===== src/rtl/pwm_pkg.sv =====
package pwm_pkg;
  localparam int unsigned PWM_CNT_W = 16;
  typedef logic [PWM_CNT_W-1:0] cnt_t;
  localparam cnt_t CNT_ONE  = cnt_t'(1);
  localparam cnt_t CNT_ZERO = '0;
endpackage


===== src/rtl/pwm_timebase.sv =====
module pwm_timebase
  import pwm_pkg::*;
(
  input  logic clk_i,
  input  logic rst_ni,
  input  logic en_i,
  input  logic tick_i,
  input  logic top_we_i,
  input  cnt_t top_wdata_i,
  output cnt_t cnt_o,
  output logic up_o,
  output cnt_t top_o,
  output logic load_o,
  output logic uflow_o
);
  cnt_t cnt_q, top_sh_q, top_q;
  logic up_q, uflow_q, step;

  assign step   = en_i & tick_i;
  assign load_o = step & (cnt_q == CNT_ZERO);

  always_ff @(posedge clk_i or negedge rst_ni) begin
    if (!rst_ni) begin
      cnt_q    <= CNT_ZERO;
      up_q     <= 1'b1;
      top_sh_q <= CNT_ZERO;
      top_q    <= CNT_ZERO;
      uflow_q  <= 1'b0;
    end else begin
      uflow_q <= 1'b0;
      if (top_we_i) top_sh_q <= top_wdata_i;
      if (step) begin
        if (cnt_q == CNT_ZERO) begin
          top_q <= top_sh_q;
          if (top_sh_q == CNT_ZERO) begin
            uflow_q <= 1'b1;
          end else begin
            cnt_q <= CNT_ONE;
            up_q  <= 1'b1;
          end
        end else if (up_q && cnt_q != top_q) begin
          cnt_q <= cnt_q + CNT_ONE;
        end else begin
          up_q    <= 1'b0;
          cnt_q   <= cnt_q - CNT_ONE;
          uflow_q <= (cnt_q == CNT_ONE);
        end
      end
    end
  end

  assign cnt_o   = cnt_q;
  assign up_o    = up_q;
  assign top_o   = top_q;
  assign uflow_o = uflow_q;

  p_cnt_in_range_r2: assert property (@(posedge clk_i) disable iff (!rst_ni)
    cnt_q <= top_q);
  p_hold_no_step_r2: assert property (@(posedge clk_i) disable iff (!rst_ni)
    !step |=> $stable(cnt_q));
  p_peak_turn_r3: assert property (@(posedge clk_i) disable iff (!rst_ni)
    (step && up_q && cnt_q == top_q && cnt_q != CNT_ZERO) |=> (!up_q && cnt_q == $past(cnt_q) - CNT_ONE));
  p_uflow_at_min_r4: assert property (@(posedge clk_i) disable iff (!rst_ni)
    uflow_q |-> cnt_q == CNT_ZERO);
  p_uflow_single_r4: assert property (@(posedge clk_i) disable iff (!rst_ni)
    (uflow_q && !step) |=> !uflow_q);
  p_top_only_at_load_r7: assert property (@(posedge clk_i) disable iff (!rst_ni)
    !load_o |=> $stable(top_q));
endmodule


===== src/rtl/pwm_channel.sv =====
module pwm_channel
  import pwm_pkg::*;
(
  input  logic clk_i,
  input  logic rst_ni,
  input  logic load_i,
  input  cnt_t cnt_i,
  input  logic up_i,
  input  cnt_t top_i,
  input  logic we_i,
  input  cnt_t wdata_i,
  input  logic inv_i,
  output logic pwm_o
);
  cnt_t duty_sh_q, duty_q;
  logic level;

  always_ff @(posedge clk_i or negedge rst_ni) begin
    if (!rst_ni) begin
      duty_sh_q <= CNT_ZERO;
      duty_q    <= CNT_ZERO;
    end else begin
      if (we_i)   duty_sh_q <= wdata_i;
      if (load_i) duty_q    <= duty_sh_q;
    end
  end

  // up slope: high below match; down slope: high at or below match
  always_comb begin
    if (duty_q == CNT_ZERO)  level = 1'b0;
    else if (duty_q >= top_i) level = 1'b1;
    else if (up_i)           level = (cnt_i < duty_q);
    else                     level = (cnt_i <= duty_q);
  end

  assign pwm_o = level ^ inv_i;

  p_duty_only_at_load_r8: assert property (@(posedge clk_i) disable iff (!rst_ni)
    !load_i |=> $stable(duty_q));
  p_zero_inactive_r10: assert property (@(posedge clk_i) disable iff (!rst_ni)
    (duty_q == CNT_ZERO) |-> (pwm_o == inv_i));
  p_full_active_r9: assert property (@(posedge clk_i) disable iff (!rst_ni)
    (duty_q != CNT_ZERO && duty_q >= top_i) |-> (pwm_o == !inv_i));
endmodule


===== src/rtl/pwm_center.sv =====
module pwm_center
  import pwm_pkg::*;
#(
  parameter int unsigned N_CH = 2
) (
  input  logic                 clk_i,
  input  logic                 rst_ni,
  input  logic                 en_i,
  input  logic                 tick_i,
  input  logic                 top_we_i,
  input  logic [PWM_CNT_W-1:0] top_wdata_i,
  input  logic [N_CH-1:0]      duty_we_i,
  input  logic [PWM_CNT_W-1:0] duty_wdata_i,
  input  logic [N_CH-1:0]      inv_i,
  output logic [N_CH-1:0]      pwm_o,
  output logic                 uflow_o
);
  cnt_t cnt, top;
  logic up, load;

  pwm_timebase u_tb (
    .clk_i, .rst_ni, .en_i, .tick_i, .top_we_i,
    .top_wdata_i(cnt_t'(top_wdata_i)),
    .cnt_o(cnt), .up_o(up), .top_o(top), .load_o(load), .uflow_o
  );

  for (genvar k = 0; k < N_CH; k++) begin : g_ch
    pwm_channel u_ch (
      .clk_i, .rst_ni, .load_i(load), .cnt_i(cnt), .up_i(up), .top_i(top),
      .we_i(duty_we_i[k]), .wdata_i(cnt_t'(duty_wdata_i)),
      .inv_i(inv_i[k]), .pwm_o(pwm_o[k])
    );
  end
endmodule


===== config.mk =====
export PLATFORM = sky130hd
export DESIGN_NAME = pwm_center
export DESIGN_NICKNAME = d
export VERILOG_FILES = /design/src/rtl/pwm_pkg.sv /design/src/rtl/pwm_timebase.sv /design/src/rtl/pwm_channel.sv /design/src/rtl/pwm_center.sv
export SDC_FILE = /design/constraint.sdc
export NUM_CORES = 1
export LEC_CHECK = 0
export ABC_AREA = 1
export ABC_CLOCK_PERIOD_IN_PS = 2120
export BUFFER_PORTS_ARGS = -buffer_cell sky130_fd_sc_hd__buf_2
export CAP_MARGIN = 10
export CORE_MARGIN = 2
export CORE_UTILIZATION = 62
export DETAILED_ROUTE_END_ITERATION = 7
export PLACE_DENSITY = 0.81
export SETUP_SLACK_MARGIN = 0.05
export SYNTH_ARGS = -nofsm -noshare
export SYNTH_HDL_FRONTEND = slang
export SYNTH_SLANG_ARGS = --single-unit

===== constraint.sdc =====
create_clock -name clk_i -period 2.12 [get_ports clk_i]
set_input_delay 0 -clock clk_i [delete_from_list [all_inputs] [get_ports clk_i]]
set_output_delay 0 -clock clk_i [all_outputs]
set_load 0.01 [all_outputs]

==> results.toml <==
[floorplan]
pin_count = 44
die_x_um = 113
die_y_um = 113
dieArea_sq_um = 12700
core_area_sq_um = 11500
start_util_pct = 64.0
fp-row-count = 39

[place]
io_buffers = 43
post-dp-hpwl_um = 12600
dpl.cell_count = 1140
gp_congestion = 0.965

[pwr]
ir_drop_mv = 1.27
pwr_density_cell_nw_per_um2 = 1550
total_power_mw = 14.5
p_leak_nw = 4.79

[yosys]
yosysTopAreaCell = "dfrtp_1"
synth.distinct_cells = 35
netlist_instances = 976
syn-cell-area_sq_um = 7340
async_flop_share_pct = 100
synth.avg_cell_area_sq_um = 7.52
yosysSeqAreaShare_pct = 38.9
ys_ff_latch = 114
syn_nets = 1085
yosysWarnings = 0
synthTopCellsByArea = "dfrtp_1, nand2_1, ha_1"
synth_top_area_share_pct = 38.5
ys.flop_type = "dfrtp_1"
synth_edf_count = 0

[drt]
dr.pass1.iters = 7
wl_per_cell_um = 21.6
vias = 7971
drtAntennaViolNets = 0
drt_wl_total_um = 27200
vias_per_cell = 6.35
drt_iter0_markers = 1212
drc = 0

[clock_tree]
clk_latency_ps = 440
cts_tree = "done"
path_clk_slew_ps = 60
cts_buffers = 17
cts_max_path_buffers = 2
cts.sinks = 114
clockRootBuffer = "clkbuf_16"
htree_levels = 4

[critical_path]
end_kind = "output port"
cp_slowest_cell = "dfrtp_2"
worstPathCellList = "inv_1 -> ha_1 -> inv_1 -> nand2_1 -> nand2_1 -> nand2_1 -> nand3_1 -> nand2_1 -> nand2_1 -> nand2_1 -> nand3_2 -> nand2_1 -> nand2_1 -> nand2_1 -> buf_2"
arrival_ps = 2370
crit_buf_inv = 3
worst-endpoint-required_ps = 2120
path_class = "reg2out"
cp_common_cell = "nand2_1"
crit_path_max_incr_delay_ps = 410
critPathTopFamily = "simple AND/OR/NAND/NOR gates"
cp_max_fo = 3
setup.worst_path.start_class = "flop"

[cells_and_area]
final_cells = 1256
mostFrequentLayoutCells = "nand2_1, inv_1, dfrtp_1"
syn_to_final_growth_pct = 28.2
layout.nets = 1208
final_common_cell = "nand2_1"
utilization_pct = 82.0
layout-drive-gt1-share_pct = 21.8

[global_routing]
grt_max_degree = 85
overflow = 0
antenna_found_initial = 1
grt_pass1_vias = 7008
grt_first_pass_wirelength_um = 35800
grt_usage_pct = 36.4

[timing]
maxSlewHeadroom_pct = 54.6
setup_ws_ps = -255
setup_violations = 2
slew_violations = 0
fmax_mhz = 421
fin_skew_ps = 16.5
min_period_ps = 2370
worst_pin_slew_ps = 681
period_share_pct = 112
rsz0062_at_grt = "yes"
hold_viol_final = 0
tns_ps = -481

[flow_run]
cap_violations = 0

[hold_path]
min_path_type = "in2reg"

[outcome]
status = "finished with violations"
violations = "negative setup slack"
-- state kept, by name, summed over array words and instances, names as in the netlist --
signal / flops
u_tb.up_o: 1
u_tb.top_o: 16
u_tb.top_sh_q: 16
g_ch.u_ch.duty_q: 32
u_tb.cnt_o: 16
u_tb.uflow_o: 1
g_ch.u_ch.duty_sh_q: 32
-- Yosys cell counts, drive strengths merged (2+ instances only) --
| master | count |
|---|---|
| nand2 | 312 |
| inv | 138 |
| dfrtp | 113 |
| o21ai | 106 |
| ha | 68 |
| nor2 | 61 |
| nand3 | 39 |
| a21oi | 27 |
| buf | 25 |
| nand4 | 25 |
| xor2 | 21 |
| clkbuf | 12 |
| nor4 | 9 |
| nor3 | 6 |
| nand3b | 3 |
| o21a | 3 |
| and2 | 2 |
| xnor2 | 2 |
-- power by group --
part	internal, mW	total [mW]	switching, mW	leakage [nW]
Combinational	3.05	7.78	4.73	3.09
Clock	1.98	3.14	1.16	0.294
Sequential	2.78	3.62	0.840	1.40
Total	7.81	14.5	6.74	4.79
-- worst paths after layout --
| kind | cells after the start | end | start | slack (ps) |
|---|---|---|---|---|
| worst max-delay path | 15 | pwm_o[1] | g_ch[1].u_ch.duty_q[0] | -250 |
| worst min-delay path | 3 | u_tb.top_sh_q[0] | top_we_i | 60 |
| worst max register to register | 11 | g_ch[0].u_ch.duty_q[4] | u_tb.cnt_o[1] | 90 |
| worst min register to register | 2 | g_ch[1].u_ch.duty_q[14] | g_ch[1].u_ch.duty_sh_q[14] | 520 |
| max in group asynchronous | 3 | g_ch[1].u_ch.duty_q[7] | rst_ni | 1300 |
| min in group asynchronous | 2 | u_tb.cnt_o[15] | rst_ni | 150 |
-- kinds of logic after synthesis --
family,count (synthesis),synth area share (%)
adder cells (fa/ha/maj),68,11.6
flip-flops,114,38.9
AND/OR/NAND/NOR,458,26.6
AO/OA/AOI/OAI,138,9.64
XOR/XNOR,23,2.75
buffers and inverters,175,10.5
-- layout make-up --
class | count | area (sq um)
Fill cell | 581 | 2060
Clock buffer | 18 | 429
Timing Repair Buffer | 141 | 1120
Multi-Input combinational cell | 687 | 4060
Sequential cell | 114 | 2890
Inverter | 138 | 520
Tap cell | 143 | 179
Clock inverter | 14 | 203
Antenna cell | 1 | 2.50
-- layer usage --
layer	GRT usage (%)	wire [um]
met5	0	0
met4	16.4	2580
met3	9.59	3790
met2	60.0	11800
met1	45.1	9000
-- through the flow --
stage               instance area, sq um  hold slack, ps  setup WS (ps)
floorplan                           7340            -296            452
CTS                                 9050            13.0           28.1
detailed placement                  7630            72.8            148
global route                        9400             113           -398
finish                              9400            55.8           -255
global placement                    7630            71.4            188
-- worst reg2reg max path: stages (launching register included) --
cell and delay (ps):
dfrtp_2 430, buf_4 170, inv_1 120, ha_1 180
inv_1 60, nor2_2 140, nand2_4 100, inv_2 110
nand2_8 130, buf_16 200, nand2_1 120, o21ai_1 120
-- repair_timing --
item / 4_1_cts / 5_1_grt
gates cloned: 0 / 3
hold endpoints to repair: 95 / 0
setup buffers: 36 / 10
hold buffers: 35 / 0
endpoints found under the setup margin: 2 / 49
pin swaps: 14 / 12
gates resized for setup: 50 / 44
(Power assumes the default switching activity.)
